### config.mk
export PLATFORM = sky130hd
export DESIGN_NAME = dual_tick_timer
export DESIGN_NICKNAME = d
export VERILOG_FILES = /design/src/rtl/dtt_pkg.sv /design/src/rtl/dtt_event_counter.sv /design/src/rtl/dtt_free_counter.sv /design/src/rtl/dual_tick_timer.sv
export SDC_FILE = /design/constraint.sdc
export NUM_CORES = 1
export LEC_CHECK = 0
export ABC_AREA = 1
export BUFFER_PORTS_ARGS = -buffer_cell sky130_fd_sc_hd__buf_4
export CAP_MARGIN = 20
export CORE_ASPECT_RATIO = 1.1
export CORE_MARGIN = 2
export CORE_UTILIZATION = 45
export CTS_CLUSTER_DIAMETER = 100
export DETAILED_ROUTE_END_ITERATION = 10
export PLACE_DENSITY = 0.65
export SLEW_MARGIN = 40
export SYNTH_ARGS = -nofsm -noshare
export SYNTH_HDL_FRONTEND = slang
export SYNTH_SLANG_ARGS = --single-unit
### constraint.sdc
create_clock -name clk -period 2.46 [get_ports clk]
set_clock_uncertainty 0.2 [all_clocks]
set_input_delay 0.492 -clock clk [delete_from_list [all_inputs] [get_ports clk]]
set_output_delay 0.492 -clock clk [all_outputs]
set_load 0.01 [all_outputs]
### src/rtl/dtt_pkg.sv
package dtt_pkg;
   localparam logic [7:0] OFS_LOAD_LO = 8'h00;
   localparam logic [7:0] OFS_CTRL    = 8'h04;
   localparam logic [7:0] OFS_FREE_LO = 8'h24;
   localparam logic [7:0] OFS_FREE_HI = 8'h28;
   localparam logic [7:0] OFS_MSK_SET = 8'h2C;
   localparam logic [7:0] OFS_MSK_CLR = 8'h30;
   localparam logic [7:0] OFS_STAT    = 8'h34;

   localparam int CTRL_HI_MAX  = 24;
   localparam int CTRL_EN_POS  = 24;
   localparam int CTRL_RPT_POS = 28;
   localparam int CTRL_LD_POS  = 30;
endpackage

### src/rtl/dtt_event_counter.sv
module dtt_event_counter #(
   parameter int LO_W  = 32,
   parameter int EVT_W = 56,
   localparam int HI_W = EVT_W - LO_W
) (
   input  logic            clk,
   input  logic            rst_n,
   input  logic            tick,
   input  logic            lo_we,
   input  logic [LO_W-1:0] lo_wdata,
   input  logic            ctrl_we,
   input  logic [HI_W-1:0] ctrl_hi,
   input  logic            ctrl_en,
   input  logic            ctrl_rpt,
   input  logic            ctrl_ld,
   output logic [LO_W-1:0] lo_q,
   output logic [HI_W-1:0] hi_q,
   output logic            en_q,
   output logic            rpt_q,
   output logic            expire
);
   logic [EVT_W-1:0] count_q;
   logic [EVT_W-1:0] reload_q;
   logic [EVT_W-1:0] commit_val;

   assign commit_val = {ctrl_hi, lo_q};
   // A countdown at 1 (or 0) ends on this tick; a control write takes precedence.
   assign expire = en_q && tick && !ctrl_we && (count_q <= EVT_W'(1));

   always_ff @(posedge clk or negedge rst_n) begin
      if (!rst_n) begin
         lo_q     <= '0;
         hi_q     <= '0;
         en_q     <= 1'b0;
         rpt_q    <= 1'b0;
         count_q  <= '0;
         reload_q <= '0;
      end else begin
         if (lo_we) lo_q <= lo_wdata;
         if (ctrl_we) begin
            hi_q  <= ctrl_hi;
            en_q  <= ctrl_en;
            rpt_q <= ctrl_rpt;
            if (ctrl_ld) begin
               reload_q <= commit_val;
               count_q  <= commit_val;
            end
         end else if (expire) begin
            if (rpt_q) begin
               count_q <= reload_q;
            end else begin
               count_q <= '0;
               en_q    <= 1'b0;
            end
         end else if (en_q && tick) begin
            count_q <= count_q - EVT_W'(1);
         end
      end
   end

   p_hold_no_tick_r12 : assert property (@(posedge clk) disable iff (!rst_n)
      (!tick && !ctrl_we) |=> $stable(count_q));
   p_oneshot_stop_r4 : assert property (@(posedge clk) disable iff (!rst_n)
      (expire && !rpt_q) |=> !en_q);
   p_reload_r5 : assert property (@(posedge clk) disable iff (!rst_n)
      (expire && rpt_q) |=> (en_q && count_q == $past(reload_q)));
endmodule

### src/rtl/dtt_free_counter.sv
module dtt_free_counter #(
   parameter int CNT_W     = 64,
   parameter int WORD_W    = 32,
   parameter bit SHADOW_EN = 1'b1
) (
   input  logic              clk,
   input  logic              rst_n,
   input  logic              tick,
   input  logic              lo_rd,
   output logic [WORD_W-1:0] lo_word,
   output logic [WORD_W-1:0] hi_word
);
   logic [CNT_W-1:0] cnt_q;

   always_ff @(posedge clk or negedge rst_n) begin
      if (!rst_n)    cnt_q <= '0;
      else if (tick) cnt_q <= cnt_q + CNT_W'(1);
   end

   assign lo_word = cnt_q[WORD_W-1:0];

   generate
      if (SHADOW_EN) begin : g_shadow
         logic [WORD_W-1:0] hold_q;
         always_ff @(posedge clk or negedge rst_n) begin
            if (!rst_n)     hold_q <= '0;
            else if (lo_rd) hold_q <= cnt_q[CNT_W-1:WORD_W];
         end
         assign hi_word = hold_q;
      end else begin : g_direct
         assign hi_word = cnt_q[CNT_W-1:WORD_W];
      end
   endgenerate

   p_free_step_r10 : assert property (@(posedge clk) disable iff (!rst_n)
      tick |=> (cnt_q == $past(cnt_q) + CNT_W'(1)));
   p_free_hold_r12 : assert property (@(posedge clk) disable iff (!rst_n)
      !tick |=> $stable(cnt_q));
endmodule

### src/rtl/dual_tick_timer.sv
module dual_tick_timer #(
   parameter int BUS_W     = 32,
   parameter int ADDR_W    = 8,
   parameter int EVT_W     = 56,
   parameter int FREE_W    = 64,
   parameter bit SHADOW_EN = 1'b1
) (
   input  logic              clk,
   input  logic              rst_n,
   input  logic              tick,
   input  logic [ADDR_W-1:0] bus_addr,
   input  logic              bus_we,
   input  logic              bus_re,
   input  logic [BUS_W-1:0]  bus_wdata,
   output logic [BUS_W-1:0]  bus_rdata,
   output logic              irq
);
   import dtt_pkg::*;

   localparam int HI_W = EVT_W - BUS_W;

   generate
      if (HI_W < 1 || HI_W > CTRL_HI_MAX) begin : g_bad_evt_w
         $error("EVT_W must exceed BUS_W by 1 to 24 bits");
      end
      if (FREE_W != 2 * BUS_W) begin : g_bad_free_w
         $error("FREE_W must be twice BUS_W");
      end
      if (BUS_W <= CTRL_LD_POS || ADDR_W < 6) begin : g_bad_bus
         $error("bus too narrow for the register map");
      end
   endgenerate

   logic hit_lo, hit_ctrl, hit_flo, hit_fhi, hit_mset, hit_mclr, hit_stat;
   assign hit_lo   = (bus_addr == ADDR_W'(OFS_LOAD_LO));
   assign hit_ctrl = (bus_addr == ADDR_W'(OFS_CTRL));
   assign hit_flo  = (bus_addr == ADDR_W'(OFS_FREE_LO));
   assign hit_fhi  = (bus_addr == ADDR_W'(OFS_FREE_HI));
   assign hit_mset = (bus_addr == ADDR_W'(OFS_MSK_SET));
   assign hit_mclr = (bus_addr == ADDR_W'(OFS_MSK_CLR));
   assign hit_stat = (bus_addr == ADDR_W'(OFS_STAT));

   logic [BUS_W-1:0] lo_q;
   logic [HI_W-1:0]  hi_q;
   logic             en_q, rpt_q, expire;
   logic [BUS_W-1:0] free_lo, free_hi;
   logic             mask_q, stat_q;

   dtt_event_counter #(.LO_W(BUS_W), .EVT_W(EVT_W)) u_evt (
      .clk      (clk),
      .rst_n    (rst_n),
      .tick     (tick),
      .lo_we    (bus_we && hit_lo),
      .lo_wdata (bus_wdata),
      .ctrl_we  (bus_we && hit_ctrl),
      .ctrl_hi  (bus_wdata[HI_W-1:0]),
      .ctrl_en  (bus_wdata[CTRL_EN_POS]),
      .ctrl_rpt (bus_wdata[CTRL_RPT_POS]),
      .ctrl_ld  (bus_wdata[CTRL_LD_POS]),
      .lo_q     (lo_q),
      .hi_q     (hi_q),
      .en_q     (en_q),
      .rpt_q    (rpt_q),
      .expire   (expire)
   );

   dtt_free_counter #(.CNT_W(FREE_W), .WORD_W(BUS_W), .SHADOW_EN(SHADOW_EN)) u_free (
      .clk     (clk),
      .rst_n   (rst_n),
      .tick    (tick),
      .lo_rd   (bus_re && hit_flo),
      .lo_word (free_lo),
      .hi_word (free_hi)
   );

   always_ff @(posedge clk or negedge rst_n) begin
      if (!rst_n) begin
         mask_q <= 1'b0;
         stat_q <= 1'b0;
      end else begin
         if (bus_we && hit_mset && bus_wdata[0])      mask_q <= 1'b1;
         else if (bus_we && hit_mclr && bus_wdata[0]) mask_q <= 1'b0;
         if (expire)                                  stat_q <= 1'b1;
         else if (bus_we && hit_stat && bus_wdata[0]) stat_q <= 1'b0;
      end
   end

   assign irq = stat_q & mask_q;

   always_comb begin
      bus_rdata = '0;
      if (hit_lo)   bus_rdata = lo_q;
      if (hit_ctrl) begin
         bus_rdata[HI_W-1:0]    = hi_q;
         bus_rdata[CTRL_EN_POS]  = en_q;
         bus_rdata[CTRL_RPT_POS] = rpt_q;
      end
      if (hit_flo)  bus_rdata = free_lo;
      if (hit_fhi)  bus_rdata = free_hi;
      if (hit_mset || hit_mclr) bus_rdata[0] = mask_q;
      if (hit_stat) bus_rdata[0] = stat_q;
   end

   p_status_set_r9 : assert property (@(posedge clk) disable iff (!rst_n)
      expire |=> stat_q);
   p_mask_clear_r7 : assert property (@(posedge clk) disable iff (!rst_n)
      (bus_we && hit_mclr && bus_wdata[0]) |=> !mask_q);
   p_irq_needs_expiry_r8 : assert property (@(posedge clk) disable iff (!rst_n)
      $rose(irq) |-> ($past(expire) || $rose(mask_q)));
endmodule

==> flow_summary.yaml, run 1 <==
run_status:
  status: "finished, violations left"
  violations: "setup timing"
routing:
  dr.pass1.iters: 5
  ant_nets: 0
  vias: 14464
  highest_layer: "met4"
  wl_per_cell_microns: 19.5
  drc_errors: 0
  routed_via_density: 5.33
  wl_met2_microns: 26300
  route.met3.wl_microns: 2190
  drt-initial-drc-count: 1282
  finalWirelength_microns: 52900
  met1_length_microns: 21600
yosys:
  synth_compound_gate_area_share: 0.0969
  synth_top_family_by_area: "simple AND/OR/NAND/NOR gates"
  synth_edf_count: 0
  ys_seq_elements: 268
  synthAdderAreaFrac: 0.00244
  ys_seq_area_frac: 0.436
  synthCells: 2099
  synth_area_leaders: "dfrtp_1 (44%), nand2_1 (17%), nor2_1 (5.3%), o21ai_0 (4.7%), inv_1 (4.3%)"
  synthSimpleGateAreaFrac: 0.342
  yosys.area.top_type_share: 0.436
  synth_most_common_cell: "nand2_1"
  synth_xor_area_frac: 0.0456
  syn_area_sq_um: 15400
  synth_fp_nets: 2147
  synth_cell_types: 43
  synthTopCellsByCount: "nand2_1 (705), dfrtp_1 (268), nor2_1 (219), inv_1 (177), o21ai_0 (144)"
  synth_top_cell_by_area: "dfrtp_1"
  synthArstFlopShare: 1.00
  syn_area_per_cell_sq_um: 7.32
  synth.mux.area_fraction: 0.00293
  ys.warnings.count: 0
  synthFlopType: "dfrtp_1"
clock_network:
  cts_sinks: 268
  cts_made_buffers: 30
  clkTransAtPathRegs_ps: 60
  root_buffer: "clkbuf_16"
  htreeDepth: 1
  clkLatencyLatePin_ps: 580
  cts_buffer_depth: 3
  cts_tree: "done"
floorplanning:
  num_rows: 71
  design.die.area_sq_um: 35700
  die_w_microns: 180
  io_pins: 78
  start_util: 0.453
  die_h_microns: 198
  core_sq_um: 33900
worst_setup_path:
  worstSetupPathType: "in -> out"
  crit_arrival_ps: 1780
  crit_path_max_fanout: 7
  worst_setup_path_start_kind: "input port"
  crit_path_end_kind: "output pin"
  required_ps: 1770
pwr:
  power_frac_comb: 0.325
  p_int_w: 0.00975
  ir_drop_mv: 0.534
  p_sw_frac: 0.379
  p_sw_w: 0.00594
  leakage_nw: 9.31
  power_density_nw_per_um2: 832
  pwr-share-clk: 0.323
  seqPwrFrac: 0.352
timing:
  hold_viol_final: 0
  period_share: 1.01
  relSlewSlack: 0.531
  hold_slack_ps: 22.3
  fin_crit_ps: 2470
  finalSetupViolCount: 4
  rsz0062_at_grt: "true"
  tightest_slew_ps: 704
  slew_violations: 0
  max_freq_mhz: 404
  finalSetupTns_ps: -43.3
  fin_ws_ps: -14.1
placed_design:
  dp_slack_ps: -102
  portBuffers: 77
  dp_hpwl_microns: 39300
  dpl.cell_count: 2640
  globalplace.congestion: 0.971
global_routing:
  grt_pass1_wl_microns: 80500
  grt_usage: 0.289
  grt_max_degree: 113
  antenna_found_initial: 1
  grt_pass1_vias: 14254
  overflow: 0
min_path:
  hold_path_class: "in -> reg"
final_layout:
  nNetsFinal: 2299
  synthToLayoutAreaGrowth_pct: 22.8
  antenna_cells: 0
  fillCellCount: 3200
  instances_no_fill: 2713
  drive_above_1_share: 0.164
job:
  drv_cap: 0
stage by stage:
step / total power [W] / util / instance area [sq um]
finish: 0.0157 / 0.556 / 18900
global route: 0.0166 / 0.556 / 18900
CTS: 0.0156 / 0.543 / 18400
detailed placement: 0.0105 / 0.505 / 17100
global placement: 0.0105 / 0.505 / 17100
floorplan: 0.00876 / - / 15400
power by group through the flow:
stage | clock network, W | registers (W) | logic [W]
after global routing | 0.00530 | 0.00559 | 0.00573
after CTS | 0.00511 | 0.00550 | 0.00497
after global placement | 0 | 0.00557 | 0.00488
after detailed placement | 0 | 0.00558 | 0.00492
after floorplan | 0 | 0.00538 | 0.00338
final | 0.00507 | 0.00552 | 0.00510
placed cells by master, fill, tap and decap left out, types with 19 or more instances in the layout:
cell type  instances
a21oi_1           84
xnor2_1           21
o21ai_0          144
buf_4            158
nand3_1           95
o2111ai_2         19
buf_12            22
xor2_1            59
nor2_1           213
nand4_1           27
nor3_1            33
nand2_1          697
inv_1            174
nor2_2            20
clkbuf_16         36
dfrtp_1          268
nand3b_1          43
worst paths after layout:
kind / from / to / cells past startpoint / slack (ps)
max: bus_addr[7] / bus_rdata[0] / 10 / -10
min: bus_wdata[24] / u_evt.en_q$_DFFE_PN0P_ / 3 / 20
max reg2reg: u_evt.count_q[0]$_DFFE_PN0P_ / u_evt.count_q[42]$_DFFE_PN0P_ / 13 / 110
min reg2reg: u_evt.reload_q[16]$_DFFE_PN0P_ / u_evt.reload_q[16]$_DFFE_PN0P_ / 2 / 280
max in group asynchronous: rst_n / u_free.cnt_q[47]$_DFFE_PN0P_ / 3 / 940
min in group asynchronous: rst_n / u_evt.count_q[26]$_DFFE_PN0P_ / 2 / 290
critical path, stage by stage:
cell and delay [ps]:
buf_6 100, nor2_4 110, inv_2 60, nor3_4 120, nand4_1 180, inv_4 190
buf_12 160, a21oi_2 60, a31oi_1 160, buf_4 150
kinds of logic (layout without fill, tap and decap cells):
| family | Yosys count | after routing |
|---|---|---|
| AOI/OAI and AO/OA | 273 | 273 |
| xor gates and xnor gates | 80 | 80 |
| adders and majority gates | 3 | 3 |
| buffers and inverters | 268 | 444 |
| DFF | 268 | 268 |
| muxes | 4 | 4 |
| and+or+nand+nor | 1203 | 1203 |
registers in the layout, summed over array words and instances, names as in the netlist:
signal,flops
u_free.cnt_q,64
u_evt.rpt_q,1
u_evt.count_q,56
u_free.hi_word,32
u_evt.en_q,1
u_evt.hi_q,24
u_evt.lo_q,32
u_evt.reload_q,56
mask_q,1
stat_q,1
area by class of cell:
type                            instances  area [sq um]  share of cell area
Multi-Input combinational cell       1563          7870               0.417
Sequential cell                       268          6710               0.355
Timing Repair Buffer                  200          1910               0.101
Clock buffer                           37           848              0.0450
Inverter                              188           714              0.0379
Tap cell                              438           548              0.0290
Clock inverter                         19           272              0.0144
per-layer routing:
layer / track usage / up-vias
met5: 0 / -
met4: 0.132 / 0
met3: 0.0269 / 136
met2: 0.505 / 420
met1: 0.366 / 6895
li1: - / 7013
repair_timing:
item / 4_1_cts / 5_1_grt
pin swaps: 1 / 4
hold buffers: 8 / 0
setup buffers: 0 / 4
cloned: 0 / 5
gates resized for setup: 14 / 58
hold endpoints to repair: 70 / 0
endpoints found under the setup margin: 24 / 82
Power figures use the tool's default switching activity.
==> run 2, diff against run 1 <==
--- a/constraint.sdc
+++ b/constraint.sdc
@@ -4,2 +4,2 @@
 set_output_delay 0.492 -clock clk [all_outputs]
-set_load 0.01 [all_outputs]
+set_load 0.02 [all_outputs]
==> flow_summary.yaml, run 2 (synthesis results as in run 1) <==
timing:
  hold_viol_final: 0
  slew_violations: 0
  fin_ws_ps: 25.0
  relSlewSlack: 0.600
  rsz0062_at_grt: "true"
  tightest_slew_ps: 601
  period_share: 0.990
  hold_slack_ps: 26.2
  max_freq_mhz: 411
  finalSetupViolCount: 0
  fin_crit_ps: 2440
clock_network:
  root_buffer: "clkbuf_16"
  clkLatencyLatePin_ps: 570
  cts_made_buffers: 30
  cts_sinks: 268
  cts_tree: "done"
  cts_buffer_depth: 3
  htreeDepth: 1
  clkTransAtPathRegs_ps: 70
placed_design:
  dp_slack_ps: -119
  dp_hpwl_microns: 40000
  portBuffers: 77
  globalplace.congestion: 0.951
floorplanning:
  num_rows: 71
  die_h_microns: 198
  core_sq_um: 33900
  start_util: 0.453
  die_w_microns: 180
  design.die.area_sq_um: 35700
  io_pins: 78
pwr:
  seqPwrFrac: 0.356
  p_sw_frac: 0.380
  leakage_nw: 9.15
  ir_drop_mv: 0.427
  pwr-share-clk: 0.309
  power_density_nw_per_um2: 830
  p_int_w: 0.00962
  p_sw_w: 0.00590
  power_frac_comb: 0.335
final_layout:
  reg.largest.list: "u_free.cnt_q (64), u_evt.count_q (56), u_evt.reload_q (56)"
  drive_above_1_share: 0.159
  synthToLayoutAreaGrowth_pct: 21.6
  largest_reg_flops: 64
  final_cell_mix: "nand2_1 (705), dfrtp_1 (268), nor2_1 (211), inv_1 (175), buf_4 (164)"
  nNetsFinal: 2305
  antenna_cells: 0
  top_register: "u_free.cnt_q"
  final_common_cell: "nand2_1"
routing:
  drc_errors: 0
  vias: 14561
  wl_per_cell_microns: 19.3
  finalWirelength_microns: 52500
  drt-initial-drc-count: 1035
  ant_nets: 0
  routed_via_density: 5.36
  dr.pass1.iters: 6
worst_setup_path:
  required_ps: 1770
  worst_setup_path_start_kind: "input port"
  crit_path_frequent_cell: "inv_2"
  crit_path_end_kind: "output pin"
  path_buf_inv: 5
  worstSetupPathType: "in -> out"
  crit_family: "buffers and inverters"
  critPathSlowestCell: "buf_12"
  crit_arrival_ps: 1740
  crit_chain: "buf_4 -> nor2_4 -> inv_2 -> nor3_4 -> nand4_1 -> inv_2 -> buf_12 -> nand2_1 -> o2111ai_2 -> buf_6"
  crit_path_max_fanout: 25
  slowest_delay_ps: 170
global_routing:
  grt_usage: 0.290
  overflow: 0
  antenna_found_initial: 0
  grt_pass1_vias: 14458
  grt_max_degree: 113
  grt_pass1_wl_microns: 80300
run_status:
  status: "complete, no violations"
job:
  drv_cap: 0
min_path:
  hold_path_class: "in -> reg"
## run 2: changes by cell type in the layout (fill, tap and decap cells not counted), moves of 3 or more
cell and change:
clkbuf_1 +4, o2111ai_4 -4, nand2_2 -3, clkinvlp_4 -5, o2111ai_2 -3, nand2_1 +8, nand2_4 -6, buf_4 +6
buf_6 +4, o2111ai_1 +7, nor2_2 +3
## run 2: repair_timing
action | in CTS | in global routing
hold buffers | 7 | 0
resized for setup | 11 | 47
buffers inserted | 0 | 2
endpoints found under the hold margin | 63 | 0
pin swaps | 0 | 5
setup endpoints to repair | 32 | 76
cloned | 0 | 3
## run 2: routing by layer
| metal | part of all wire | track usage | vias to the layer above |
|---|---|---|---|
| met5 | 0 | 0 | - |
| met4 | 0.047 | 0.134 | 0 |
| met3 | 0.042 | 0.0357 | 122 |
| met2 | 0.50 | 0.507 | 385 |
| met1 | 0.41 | 0.359 | 7023 |
| li1 | - | - | 7031 |
## run 2: layout make-up
type / count / area, sq um
clock inverter: 13 / 175
tap: 438 / 548
clock buffer: 42 / 877
multi-input combinational: 1563 / 7760
fill: 3301 / 15200
timing repair buffer: 206 / 1920
inverter: 188 / 714
sequential: 268 / 6710
## run 2: tightest hold or removal path: cells and delay by family
kind	cells	cell delay [ps]
AOI/OAI and AO/OA	1	140
buffers and inverters	2	130
## run 2: power groups by stage
stage               registers, W  logic (W)  clock network, W
detailed placement       0.00557    0.00504                 0
global placement         0.00557    0.00501                 0
global route             0.00558    0.00583           0.00502
CTS                      0.00550    0.00509           0.00486
finish                   0.00552    0.00521           0.00480
floorplan                0.00538    0.00338                 0
## run 2: stage by stage
step,TNS [ps],total power [W],util,instances,cell area (sq um)
6_report,0,0.0155,0.551,2718,18700
5_1_grt,-485,0.0164,0.551,2718,18700
4_1_cts,0,0.0154,0.542,2713,18400
3_5_place_dp,-1990,0.0106,0.507,2651,17200
3_3_place_gp,-1900,0.0106,0.507,2651,17200
2_1_floorplan,0,0.00877,-,2099,15400
## run 2: path summary, 6_finish.rpt
| check | startpoint | end | slack (ps) | depth (start not counted) |
|---|---|---|---|---|
| worst max-delay path | bus_addr[7] | bus_rdata[2] | 20 | 10 |
| worst min-delay path | bus_wdata[12] | u_evt.reload_q[44]$_DFFE_PN0P_ | 30 | 3 |
| worst max register to register | u_evt.count_q[3]$_DFFE_PN0P_ | u_evt.count_q[27]$_DFFE_PN0P_ | 140 | 10 |
| worst min register to register | u_free.cnt_q[63]$_DFFE_PN0P_ | u_free.cnt_q[63]$_DFFE_PN0P_ | 260 | 1 |
| max in group asynchronous | rst_n | u_evt.reload_q[34]$_DFFE_PN0P_ | 1060 | 3 |
| min in group asynchronous | rst_n | u_evt.reload_q[30]$_DFFE_PN0P_ | 280 | 2 |
==> run 3, diff against run 2 <==
CELL_PAD_IN_SITES_DETAIL_PLACEMENT = 0   (was default)
CELL_PAD_IN_SITES_GLOBAL_PLACEMENT = 1   (was default)
HOLD_SLACK_MARGIN = 0.08   (was default)
PLACE_DENSITY = 0.82   (was 0.65)
==> flow_summary.yaml, run 3 (synthesis results as in run 1) <==
global_routing:
  grt_max_degree: 113
  grt_pass1_wl_microns: 85700
  overflow: 0
  grt_usage: 0.313
  antenna_found_initial: 0
  grt_pass1_vias: 14595
routing:
  vias: 14928
  drt-initial-drc-count: 1358
  routed_via_density: 5.37
  ant_nets: 0
  finalWirelength_microns: 56800
  dr.pass1.iters: 6
  wl_per_cell_microns: 20.4
  drc_errors: 0
final_layout:
  nNetsFinal: 2367
  drive_above_1_share: 0.195
  synthToLayoutAreaGrowth_pct: 28.6
  largest_reg_flops: 64
  finish.utilization: 0.583
  reg.largest.list: "u_free.cnt_q (64), u_evt.count_q (56), u_evt.reload_q (56)"
  top_register: "u_free.cnt_q"
  final_common_cell: "nand2_1"
  antenna_cells: 0
  final_cell_mix: "nand2_1 (658), dfrtp_1 (268), nor2_1 (215), inv_1 (170), buf_4 (170)"
  instances_no_fill: 2781
min_path:
  hold_path_class: "in -> reg"
  hold_depth: 4
  holdPathEnd: "stat_q$_DFFE_PN0P_"
  hp-start: "bus_we"
placed_design:
  dp_hpwl_microns: 42400
  dp_slack_ps: -158
  dpl.cell_count: 2667
  portBuffers: 77
  globalplace.congestion: 0.928
clock_network:
  clkTransAtPathRegs_ps: 60
  cts_sinks: 268
  root_buffer: "clkbuf_16"
  cts_tree: "done"
  clkLatencyLatePin_ps: 590
  htreeDepth: 1
  cts_buffer_depth: 3
  cts_made_buffers: 30
worst_setup_path:
  reg2reg_to: "u_free.cnt_q[60]$_DFFE_PN0P_"
  slowest_delay_ps: 210
  worstSetupPathType: "in -> out"
  reg2reg_setup_slack_ps: 150
  worst_setup_path_start_kind: "input port"
  crit_arrival_ps: 1870
  crit_path_max_fanout: 7
  crit_path_frequent_cell: "buf_4"
  required_ps: 1770
  r2r.worst_path.cells: 10
  timing.rr.start: "u_free.cnt_q[1]$_DFFE_PN0P_"
  crit_path_end_kind: "output pin"
  crit_chain: "buf_4 -> clkinvlp_4 -> nor3_4 -> nand4_1 -> clkinv_4 -> buf_12 -> a21oi_2 -> a31oi_1 -> buf_4"
  critPathSlowestCell: "nand4_1"
timing:
  finalSetupViolCount: 24
  hold_slack_ps: 170
  finalSetupTns_ps: -885
  slew_violations: 0
  fin_crit_ps: 2560
  relSlewSlack: 0.595
  hold_viol_final: 0
  tightest_slew_ps: 607
  max_freq_mhz: 391
  period_share: 1.04
  rsz0062_at_grt: "true"
  fin_ws_ps: -97.3
floorplanning:
  start_util: 0.453
  design.die.area_sq_um: 35700
  num_rows: 71
  die_w_microns: 180
  die_h_microns: 198
  core_sq_um: 33900
  io_pins: 78
pwr:
  ir_drop_mv: 0.524
  leakage_nw: 9.76
  power_density_nw_per_um2: 796
job:
  drv_cap: 0
run_status:
  violations: "setup timing"
  status: "finished, violations left"
==> run 3: cell types whose count changed in the layout (fill, tap and decap cells not counted), moves of 3 or more <==
| cell | change |
|---|---|
| nand2_2 | +38 |
| inv_1 | -5 |
| nor2_1 | +4 |
| clkinvlp_4 | +3 |
| buf_4 | +6 |
| dlygate4sd3_1 | +29 |
| buf_12 | +4 |
| buf_6 | +19 |
| o2111ai_4 | +6 |
| o2111ai_1 | -8 |
| nand2_4 | +9 |
| nand2_1 | -47 |
==> run 3: layer usage <==
layer  track usage  vias up  part of all wire
met2         0.549      460              0.50
met4         0.153        0             0.058
li1              -     7170                 -
met1         0.386     7167              0.40
met5             0        -                 0
met3        0.0342      131             0.045
==> run 3: worst max-delay path by stage <==
stage / cells after the start / to / slack (ps) / from
final: 9 / bus_rdata[0] / -100 / bus_addr[5]
after CTS: 11 / bus_rdata[18] / -70 / bus_addr[7]
after floorplan: 6 / bus_rdata[17] / 50 / bus_addr[1]
after global routing: 10 / bus_rdata[0] / -130 / bus_addr[7]
after detailed placement: 10 / bus_rdata[0] / -160 / bus_addr[7]
after global placement: 10 / bus_rdata[0] / -160 / bus_addr[7]
==> run 3: area by class of cell <==
type | count | area [sq um]
clock inverter | 14 | 178
clock buffer | 42 | 866
multi-input combinational | 1563 | 8070
inverter | 188 | 736
tap | 438 | 548
timing repair buffer | 268 | 2660
sequential | 268 | 6710
fill | 3233 | 14200
==> run 3: stage by stage <==
step / area (sq um) / total power (W)
floorplan: 15400 / 0.00877
global route: 19800 / 0.0167
global placement: 17300 / 0.0108
CTS: 19100 / 0.0157
finish: 19800 / 0.0157
detailed placement: 17300 / 0.0109
==> run 3: power breakdown <==
group | leakage, nW | switching [W] | internal, W | total, W
combinational | 5.72 | 0.00351 | 0.00206 | 0.00557
sequential | 3.53 | 0.000571 | 0.00489 | 0.00546
clock | 0.508 | 0.00194 | 0.00278 | 0.00471
total | 9.76 | 0.00602 | 0.00973 | 0.0157
==> run 3: worst max-delay path: cells and delay by family <==
| family | cells | cell delay, ps |
|---|---|---|
| buf+inv | 5 | 740 |
| simple gates | 2 | 400 |
| compound gates | 2 | 240 |
==> run 3: timing repair <==
item,4_1_cts,5_1_grt
cloned,3,7
setup endpoints to repair,30,70
resized for setup,57,107
setup buffers,8,7
pin swaps,2,16
hold buffers,36,0
hold endpoints to repair,334,0
